[src/rtl/eth_txpad_pkg.sv]
package eth_txpad_pkg;
    localparam int unsigned CRC_W = 32;
    localparam logic [CRC_W-1:0] CRC_POLY_REFL = 32'hEDB88320;

    typedef enum logic [1:0] {
        ST_DATA = 2'd0,
        ST_PAD  = 2'd1,
        ST_FCS  = 2'd2
    } tx_state_e;

    // One byte of a reflected CRC, least significant bit first.
    function automatic logic [CRC_W-1:0] crc_byte_step(
        input logic [CRC_W-1:0] crc_in,
        input logic [7:0]       data,
        input logic [CRC_W-1:0] poly
    );
        logic [CRC_W-1:0] acc;
        acc = crc_in ^ {{(CRC_W-8){1'b0}}, data};
        for (int b = 0; b < 8; b++) begin
            acc = acc[0] ? ((acc >> 1) ^ poly) : (acc >> 1);
        end
        return acc;
    endfunction
endpackage

[src/rtl/eth_tx_crc_step.sv]
module eth_tx_crc_step
    import eth_txpad_pkg::*;
#(
    parameter logic [CRC_W-1:0] POLY = CRC_POLY_REFL
) (
    input  logic [CRC_W-1:0] crc_in,
    input  logic [7:0]       data_in,
    output logic [CRC_W-1:0] crc_out
);
    always_comb begin
        crc_out = crc_byte_step(crc_in, data_in, POLY);
    end
endmodule

[src/rtl/eth_tx_len_ctr.sv]
module eth_tx_len_ctr #(
    parameter int unsigned LIMIT = 60,
    localparam int unsigned CW   = $clog2(LIMIT + 1)
) (
    input  logic          clk,
    input  logic          rst_n,
    input  logic          inc,
    input  logic          clr,
    output logic [CW-1:0] cnt_q
);
    logic [CW-1:0] cnt_d;

    always_comb begin
        cnt_d = cnt_q;
        if (clr) begin
            cnt_d = '0;
        end else if (inc && (cnt_q != CW'(LIMIT))) begin
            cnt_d = cnt_q + 1'b1;
        end
    end

    always_ff @(posedge clk) begin
        if (!rst_n) begin
            cnt_q <= '0;
        end else begin
            cnt_q <= cnt_d;
        end
    end
endmodule

[src/rtl/eth_tx_padfcs.sv]
module eth_tx_padfcs
    import eth_txpad_pkg::*;
#(
    parameter int unsigned MIN_FRAME = 64
) (
    input  logic       clk,
    input  logic       rst_n,
    input  logic       pad_en,
    input  logic       fcs_off,
    input  logic [7:0] in_data,
    input  logic       in_valid,
    input  logic       in_last,
    input  logic       in_add_fcs,
    output logic       in_ready,
    output logic [7:0] out_data,
    output logic       out_valid,
    output logic       out_last,
    input  logic       out_ready
);
    localparam int unsigned FCS_BYTES = CRC_W / 8;
    localparam int unsigned DATA_MIN  = MIN_FRAME - FCS_BYTES;
    localparam int unsigned CNT_W     = $clog2(DATA_MIN + 1);
    localparam int unsigned IDX_W     = $clog2(FCS_BYTES);

    typedef struct packed {
        tx_state_e        st;
        logic [IDX_W-1:0] idx;
        logic [CRC_W-1:0] crc;
    } ctl_t;

    ctl_t             r_q, r_d;
    logic [CNT_W-1:0] cnt_q;
    logic             cnt_inc, cnt_clr;
    logic [7:0]       crc_data;
    logic [CRC_W-1:0] crc_upd;
    logic [CRC_W-1:0] fcs_shift;
    logic             want_fcs, short_frame;

    eth_tx_len_ctr #(.LIMIT(DATA_MIN)) u_len (
        .clk   (clk),
        .rst_n (rst_n),
        .inc   (cnt_inc),
        .clr   (cnt_clr),
        .cnt_q (cnt_q)
    );

    eth_tx_crc_step #(.POLY(CRC_POLY_REFL)) u_crc (
        .crc_in  (r_q.crc),
        .data_in (crc_data),
        .crc_out (crc_upd)
    );

    always_comb begin
        r_d         = r_q;
        in_ready    = 1'b0;
        out_valid   = 1'b0;
        out_data    = '0;
        out_last    = 1'b0;
        cnt_inc     = 1'b0;
        cnt_clr     = 1'b0;
        crc_data    = in_data;
        // Padding forces the trailer regardless of the inhibit controls.
        want_fcs    = pad_en | ~fcs_off | in_add_fcs;
        // cnt_q counts bytes before the current one.
        short_frame = pad_en && (cnt_q < CNT_W'(DATA_MIN - 1));
        fcs_shift   = ~r_q.crc >> {r_q.idx, 3'b000};

        unique case (r_q.st)
            ST_DATA: begin
                in_ready  = out_ready;
                out_valid = in_valid;
                out_data  = in_data;
                out_last  = in_last & ~want_fcs;
                if (in_valid && out_ready) begin
                    cnt_inc = 1'b1;
                    r_d.crc = crc_upd;
                    if (in_last) begin
                        if (short_frame) begin
                            r_d.st = ST_PAD;
                        end else if (want_fcs) begin
                            r_d.st  = ST_FCS;
                            r_d.idx = '0;
                        end else begin
                            r_d.crc = '1;
                            cnt_clr = 1'b1;
                        end
                    end
                end
            end
            ST_PAD: begin
                crc_data  = 8'h00;
                out_valid = 1'b1;
                if (out_ready) begin
                    cnt_inc = 1'b1;
                    r_d.crc = crc_upd;
                    if (cnt_q == CNT_W'(DATA_MIN - 1)) begin
                        r_d.st  = ST_FCS;
                        r_d.idx = '0;
                    end
                end
            end
            ST_FCS: begin
                out_valid = 1'b1;
                out_data  = fcs_shift[7:0];
                out_last  = (r_q.idx == IDX_W'(FCS_BYTES - 1));
                if (out_ready) begin
                    if (out_last) begin
                        r_d.st  = ST_DATA;
                        r_d.idx = '0;
                        r_d.crc = '1;
                        cnt_clr = 1'b1;
                    end else begin
                        r_d.idx = r_q.idx + 1'b1;
                    end
                end
            end
            default: begin
                r_d.st = ST_DATA;
            end
        endcase
    end

    always_ff @(posedge clk) begin
        if (!rst_n) begin
            r_q <= '{st: ST_DATA, idx: '0, crc: '1};
        end else begin
            r_q <= r_d;
        end
    end
endmodule

[config.mk]
export PLATFORM = sky130hd
export DESIGN_NAME = eth_tx_padfcs
export DESIGN_NICKNAME = d
export VERILOG_FILES = /design/src/rtl/eth_txpad_pkg.sv /design/src/rtl/eth_tx_crc_step.sv /design/src/rtl/eth_tx_len_ctr.sv /design/src/rtl/eth_tx_padfcs.sv
export SDC_FILE = /design/constraint.sdc
export NUM_CORES = 1
export LEC_CHECK = 0
export BUFFER_PORTS_ARGS = -buffer_cell sky130_fd_sc_hd__clkbuf_2
export CORE_ASPECT_RATIO = 0.9
export CORE_MARGIN = 2
export CORE_UTILIZATION = 63
export CTS_CLUSTER_DIAMETER = 100
export DETAILED_ROUTE_END_ITERATION = 8
export GPL_ROUTABILITY_DRIVEN = 1
export GPL_TIMING_DRIVEN = 0
export PLACE_DENSITY = 0.85
export SKIP_CTS_REPAIR_TIMING = 1
export SYNTH_ARGS = -nofsm -noshare
export SYNTH_HDL_FRONTEND = slang
export SYNTH_SLANG_ARGS = --single-unit
[constraint.sdc]
create_clock -name clk -period 7 [get_ports clk]
set_input_delay 1.75 -clock clk [delete_from_list [all_inputs] [get_ports clk]]
set_output_delay 1.75 -clock clk [all_outputs]
set_load 0.03 [all_outputs]
-- After elaboration in Yosys (flattened, before gate mapping)
Index checks and enable logic that the tools add are counted.
- flip-flop bits (word level): 42
- word-level logic and storage cells: 85
- $add $sub $neg: 2
- $lt $le $gt $ge: 1
- equal/unequal tests: 14
- shift operators: 1
- muxes and demuxes: 37
- bitwise gates (word level): 16
- reduce and logical (&&, ||, !) cells: 10
- operator list (operator ; count):
    32-bit two-way mux ; 10
    36-bit two-way mux ; 4
    13-bit inverter with 14-bit output ; 8
    34-bit one-hot mux with 3 select lines ; 1
    34-bit two-way mux ; 1
    32-bit inverter ; 1
    32-bit by 5-bit >> shifter with 8-bit output ; 1
    32-bit by 8-bit bitwise XOR with 32-bit output ; 1
    2-bit inequality test, second input constant ; 8
    8-bit one-hot mux with 2 select lines ; 1
    1-bit two-way mux ; 9
    4-bit two-way mux ; 2
    8-bit two-way mux ; 1
    1-bit one-hot mux with 2 select lines ; 4
    8-bit AND reduction ; 1
    7-bit AND reduction ; 1
    6-bit by 1-bit adder with 6-bit output, second input constant ; 1
    6-bit equality test, second input constant ; 1
    6-bit less-than comparator, second input constant ; 1
    2-bit two-way mux ; 3
    6-bit inequality test, second input constant ; 1
    2-bit one-hot mux with 3 select lines ; 1
    5-bit AND reduction ; 1
    2-bit equality test, second input constant ; 2
    other kinds (10) ; 16

-- Logic depth before layout (Yosys ltp)
Gate-level depths: netlist of run 1.
- depth after elaboration: 24
- depth in mapped cells: 10
- mapped depth without buffers: 8

-- Modules after synthesis
A second synthesis of run 1 with hierarchy kept.
- cells, all modules: 348
- area total of the unflattened synthesis: 3343.2 sq um
- modules (own cells, without submodules) (module ; times used ; cells each ; area an instance (sq um) ; sequential area each (sq um)):
    eth_tx_padfcs ; 1 ; 240 ; 2242.2 ; 720.7
    eth_tx_crc_step ; 1 ; 72 ; 775.7 ; 0.0
    eth_tx_len_ctr ; 1 ; 36 ; 325.3 ; 120.1

-- Least setup slack after synthesis of run 1
Ideal clock, no wire load.
- path type: in2out
- start point: in pad_en
- end point: out out_last
- arrival: 2.458 ns
- required time: 5.250 ns
- slack: 2.792 ns
- stages on the path: 2
- path buffers: 0
- path through: nor3b_1 -> a32o_1
- longest elaborated chain between the ends: 5
- ends and longest elaborated chain (what ; line ; source):
    start, declared ; eth_tx_padfcs.sv:8 ; input logic pad_en,
    1-bit OR (2 in a row) ; eth_tx_padfcs.sv:63 ; want_fcs = pad_en | ~fcs_off | in_add_fcs;
    1-bit inverter ; eth_tx_padfcs.sv:73 ; out_last = in_last & ~want_fcs;
    1-bit AND ; eth_tx_padfcs.sv:73 ;
    1-bit one-hot mux with 2 select lines ; eth_tx_padfcs.sv:68 ; unique case (r_q.st)
    end, declared ; eth_tx_padfcs.sv:17 ; output logic out_last,
Every way passes these cells.

-- Final worst setup path of run 1
Ends and elaborated chain as after synthesis.

==> results.py, run 1 <==
metrics = {
    "outcome": {
        "outcome": "finished clean",
    },
    "synthesis": {
        "syn_inst": 407,
        "synth_seq_cells": 42,
        "ys_seq_area_share_pct": 23.6,
        "synthArstFlopShare_pct": 0,
        "syn_area_sq_um": 3560,
        "synth_top_flop_cell": "dfxtp_1",
        "synth_edf_count": 0,
        "syn-mean-instance-area_sq_um": 8.76,
        "syn_nets": 430,
        "yosysUniqueCellTypes": 57,
        "yosysWarnings": 0,
    },
    "min_path": {
        "whs_path_depth": 2,
        "hp-start": "r_q[17]",
        "hp-class": "reg -> reg",
    },
    "sta": {
        "slew_violations": 0,
        "layout_min_cycle_time_ns": 4.49,
        "finalSetupViolCount": 0,
        "tns_ns": 0,
        "worst_slew_pin_slew_ns": 0.997,
        "fmax_mhz": 223,
        "rsz0062_at_grt": "false",
        "hold_viol": 0,
        "fin_crit_sh_pct": 64.2,
        "maxSlewHeadroom_pct": 31.8,
        "fin_skew_ns": 0.0131,
    },
    "die": {
        "placementRows": 25,
        "initial_core_util_pct": 66.6,
        "dieArea_sq_um": 6280,
        "pin_count": 27,
        "die_height_um": 75.4,
        "die_w_um": 83.3,
        "core_sq_um": 5350,
    },
    "global_route": {
        "antenna_found_initial": 0,
        "grt_pass1_wl_um": 15700,
        "grt_max_degree": 14,
        "grt-ovfl-total": 0,
        "grt_pass1_vias": 3045,
        "grt_usage_pct": 33.0,
    },
    "routing": {
        "first_pass_iters": 5,
        "drt_wl_total_um": 10300,
        "antenna_left": 0,
        "routedLengthMet1_um": 4010,
        "vias": 3279,
        "drc_errors": 0,
        "via_per_inst": 6.52,
        "drt_first_iter_violations": 496,
        "wl_met3_um": 1160,
        "wl_per_cell_um": 20.4,
        "met2WireLength_um": 4820,
        "top_layer_used": "met4",
    },
    "final_layout": {
        "layout_common_cells": "53 x xnor2_1, 45 x nor2_1, 42 x dfxtp_1",
        "final_area_sq_um": 3860,
        "final_nets": 458,
        "final_common_cell": "xnor2_1",
        "n_antenna_cell": 0,
        "layout-drive-gt1-share_pct": 13.8,
        "syn2layout_area_growth_pct": 8.35,
        "fin_util_pct": 72.2,
    },
    "clock_tree": {
        "clk_pin_slew_ns": 0.08,
        "htreeDepth": 2,
        "clock_latency_ns": 0.31,
        "cts_max_path_buffers": 2,
        "cts_sinks": 42,
        "cts_buffers": 5,
        "cts_tree": "done",
        "clockRootBuffer": "clkbuf_8",
    },
    "placement": {
        "hpwl_um": 7260,
        "placed_area_sq_um": 3750,
        "gp_congestion": 0.953,
        "port_buffers": 21,
    },
    "critical_path": {
        "end_kind": "output pin",
        "rr_worst_depth": 9,
        "reg2reg_to": "r_q[18]",
        "worstSetupStartpoint": "pad_en",
        "cp_max_fo": 4,
        "cp-endpoint": "out_last",
        "cp_data_arrival_time_ns": 2.74,
        "r2r_slack_ns": 3.80,
        "critPathKind": "in -> out",
        "startpoint_type": "input pin",
        "required_ns": 5.25,
        "regToRegStartpoint": "r_q[35]",
    },
    "power_and_ir_drop": {
        "switching_share_pct": 44.8,
        "comb_power_share_pct": 75.4,
        "clkPwrFrac_pct": 8.3,
        "p_leak_nw": 1.55,
        "intPower_mw": 1.31,
        "p_per_area_nw_per_um2": 613,
        "irDropWorstVdd_mv": 0.329,
        "p_switching_mw": 1.06,
        "p_seq_share_pct": 16.3,
    },
    "job": {
        "maxCapViolCount": 0,
    },
}
synthesized netlist by cell type, types with 2 or more instances:
master    instances  share of area (%)
xnor2_1          53                 13
nor2_1           45                4.7
dfxtp_1          42                 24
o21ai_0          37                5.2
nand2_1          32                3.4
a21oi_1          19                2.7
clkbuf_1         17                1.8
xnor3_1          15                9.5
xor2_1           15                3.7
a211oi_1         14                2.9
inv_1            11                1.2
buf_2            10                1.4
ha_1              7                2.5
mux4_2            7                4.4
nor2b_1           6                1.1
nor3_1            6               0.84
or3_1             6                1.1
and2_1            5               0.88
o22ai_1           5               0.88
o211ai_1          4               0.84
a31oi_1           3               0.53
nand2b_1          3               0.53
nand3_1           3               0.42
a311oi_1          2               0.49
buf_1             2               0.21
buf_6             2               0.63
nand4_1           2               0.35
o21ai_1           2               0.28
o41a_1            2               0.63
xnor2_2           2               0.91
xnor3_4           2                1.5
routing by layer:
metal / up-vias / GRT usage [%]
li1: 1472 / -
met1: 1531 / 42.4
met2: 246 / 55.6
met3: 30 / 5.96
met4: 0 / 15.7
met5: - / 0
flip-flops by register name (all words and copies together) (netlist names):
register,count
r_q,36
u_len.cnt_q,6
cell type report:
| class | count | area (sq um) |
|---|---|---|
| plain buffers | 31 | 144 |
| clock buffers | 5 | 68.8 |
| clock inverters | 3 | 40.0 |
| fillers | 387 | 1490 |
| inverters | 12 | 45.0 |
| multi-input cells | 322 | 2530 |
| flip-flops and latches | 42 | 841 |
| well taps | 67 | 83.8 |
| repair buffers | 21 | 105 |
per-stage QoR:
step | instances | power (mW) | setup slack (ns) | hold WS [ns]
6_report | 503 | 2.37 | 2.51 | 0.504
5_1_grt | 503 | 2.48 | 2.43 | 0.534
4_1_cts | 503 | 2.32 | 2.53 | 0.510
3_5_place_dp | 495 | 2.11 | 2.53 | 0.496
3_3_place_gp | 495 | 2.05 | 2.56 | 0.484
2_1_floorplan | 407 | 1.78 | 2.79 | 0.458
logic make-up after synthesis:
kind of cell / share of synthesized area [%]
simple gates: 14.9
compound gates: 17.4
xor+xnor: 30.9
buf+inv: 5.30
flops: 23.6
mux: 5.44
fa+ha+maj: 2.46
worst max-delay path, stage by stage:
cell and delay (ns):
clkbuf_2 0.09, nor3b_1 0.42, a32o_1 0.26, clkbuf_2 0.21
power groups by stage:
stage / clock network, mW / registers (mW) / logic (mW)
floorplan: 0 / 0.370 / 1.41
global placement: 0 / 0.384 / 1.66
detailed placement: 0 / 0.390 / 1.72
CTS: 0.194 / 0.384 / 1.74
global route: 0.205 / 0.395 / 1.88
finish: 0.196 / 0.386 / 1.79
worst min-delay path by stage:
| stage | end | slack [ns] |
|---|---|---|
| 3_3_place_gp | r_q[17] | 0.48 |
| 4_1_cts | r_q[17] | 0.51 |
| 2_1_floorplan | r_q[25] | 0.46 |
| 5_1_grt | r_q[34] | 0.53 |
| 3_5_place_dp | r_q[34] | 0.50 |
| 6_report | r_q[17] | 0.50 |
No activity file was read; power rests on OpenSTA's default activity.
==> run 2: changes to the inputs <==
- CORE_UTILIZATION: 63 -> 61
- PLACE_DENSITY: 0.85 -> 0.83
- clock period: 7 -> 4.67 ns (I/O delays scaled with it)
==> run 2 against run 1 <==
Net effect:
- non-clock buffer count stayed put
- sequential power is 50% higher
- via count fell by 1.5%
- largest power group unchanged
- routed wire length is 2.4% lower
- clock-buffer cell count grew 1
- global-route usage fell by 0.98 points
- utilization decreased by 4.3 points
- die area up 3.1%
==> results.py, run 2 (same netlist as run 1, synthesis figures left out) <==
metrics = {
    "clock_tree": {
        "cts_sinks": 42,
        "clockRootBuffer": "clkbuf_8",
        "clk_pin_slew_ns": 0.08,
        "htreeDepth": 2,
        "cts_tree": "done",
        "clock_latency_ns": 0.31,
        "cts_max_path_buffers": 2,
        "cts_buffers": 5,
    },
    "final_layout": {
        "final_area_sq_um": 3840,
        "multi_input_area_sq_um": 2530,
        "largest_reg_flops": 36,
        "final_cells": 506,
        "reg.largest.list": "r_q: 36 flops, u_len.cnt_q: 6 flops",
        "ff_latch_area_sq_um": 841,
        "n_antenna_cell": 0,
        "layout_common_cells": "53 x xnor2_1, 45 x nor2_1, 42 x dfxtp_1",
        "largest_register": "r_q",
        "final_common_cell": "xnor2_1",
        "layout-drive-gt1-share_pct": 13.5,
        "final_nets": 458,
        "fillers": 477,
        "syn2layout_area_growth_pct": 7.83,
        "fin_util_pct": 67.9,
    },
    "critical_path": {
        "worstSetupStartpoint": "r_q[32]",
        "critPathKind": "reg -> out",
        "end_kind": "output pin",
        "r2r_slack_ns": 1.67,
        "rr_worst_depth": 9,
        "regToRegStartpoint": "r_q[34]",
        "startpoint_type": "flop",
        "reg2reg_to": "r_q[18]",
        "required_ns": 3.50,
        "cp_max_fo": 10,
        "cp_data_arrival_time_ns": 2.44,
    },
    "power_and_ir_drop": {
        "p_per_area_nw_per_um2": 899,
        "total_power_mw": 3.45,
        "irDropWorstVdd_mv": 0.488,
        "p_leak_nw": 1.53,
    },
    "routing": {
        "vias": 3230,
        "via_per_inst": 6.38,
        "antenna_left": 0,
        "first_pass_iters": 5,
        "wl_per_cell_um": 19.8,
        "drt_wl_total_um": 10000,
        "drt_first_iter_violations": 431,
        "drc_errors": 0,
    },
    "min_path": {
        "holdPathEnd": "r_q[17]",
        "whs_path_depth": 2,
        "hp-class": "reg -> reg",
        "hp-start": "r_q[17]",
    },
    "global_route": {
        "antenna_found_initial": 0,
        "grt_pass1_vias": 3099,
        "grt_usage_pct": 32.0,
        "grt-ovfl-total": 0,
        "grt_max_degree": 14,
        "grt_pass1_wl_um": 16000,
    },
    "sta": {
        "slew_violations": 0,
        "maxSlewHeadroom_pct": 39.6,
        "layout_min_cycle_time_ns": 3.61,
        "rsz0062_at_grt": "false",
        "worst_slew_pin_slew_ns": 0.906,
        "fin_skew_ns": 0.0106,
        "fin_crit_sh_pct": 77.3,
        "hold_viol": 0,
        "tns_ns": 0,
        "fmax_mhz": 277,
        "finalSetupViolCount": 0,
    },
    "placement": {
        "placed_area_sq_um": 3760,
        "hpwl_um": 7170,
        "dp.cells": 498,
        "port_buffers": 21,
        "gp_congestion": 0.953,
    },
    "die": {
        "pin_count": 27,
        "initial_core_util_pct": 63.0,
        "die_height_um": 76.5,
        "die_w_um": 84.6,
        "dieArea_sq_um": 6470,
        "placementRows": 26,
        "core_sq_um": 5660,
    },
    "outcome": {
        "outcome": "finished clean",
    },
    "job": {
        "maxCapViolCount": 0,
    },
}
run 2: cell count changes in the layout (fill, tap and decap cells not counted), sizes merged:
cell    previous run  this run
bufinv             1         0
clkbuf            43        44
run 2: area by class of cell:
cell class,instances,area share [%]
tap,70,2.28
buffer,31,3.74
inverter,12,1.17
clock buffer,6,1.89
sequential,42,21.9
clock inverter,2,0.358
multi-input combinational,322,66.0
timing repair buffer,21,2.73
run 2: worst max-delay path by stage:
stage / slack [ns] / depth (start not counted) / endpoint
after CTS: 1.06 / 4 / out_data[4]
after floorplan: 1.44 / 3 / out_data[6]
after global placement: 1.34 / 8 / r_q[18]
final: 1.06 / 4 / out_data[4]
after global routing: 0.97 / 4 / out_data[4]
after detailed placement: 1.24 / 8 / r_q[18]
run 2: critical path, cell delays in order (launching register included):
cell and delay [ns]:
dfxtp_1 0.34, clkbuf_1 0.68, mux4_2 0.60, o21ai_0 0.25, clkbuf_2 0.26
run 2: report_power, final:
part / internal (mW) / switching (mW)
sequential: 0.476 / 0.103
clock: 0.106 / 0.136
combinational: 1.32 / 1.31
run 2: stage by stage:
step	setup slack, ns	hold WS (ns)
global placement	1.34	0.483
detailed placement	1.24	0.486
floorplan	1.44	0.458
finish	1.06	0.502
CTS	1.06	0.496
global route	0.974	0.538
run 2: metal layers:
layer / wire length (um) / track usage [%] / vias up
li1: - / - / 1473
met1: 3850 / 42.6 / 1515
met2: 4730 / 52.0 / 215
met3: 1160 / 7.04 / 27
met4: 271 / 10.0 / 0
met5: 0 / 0 / -
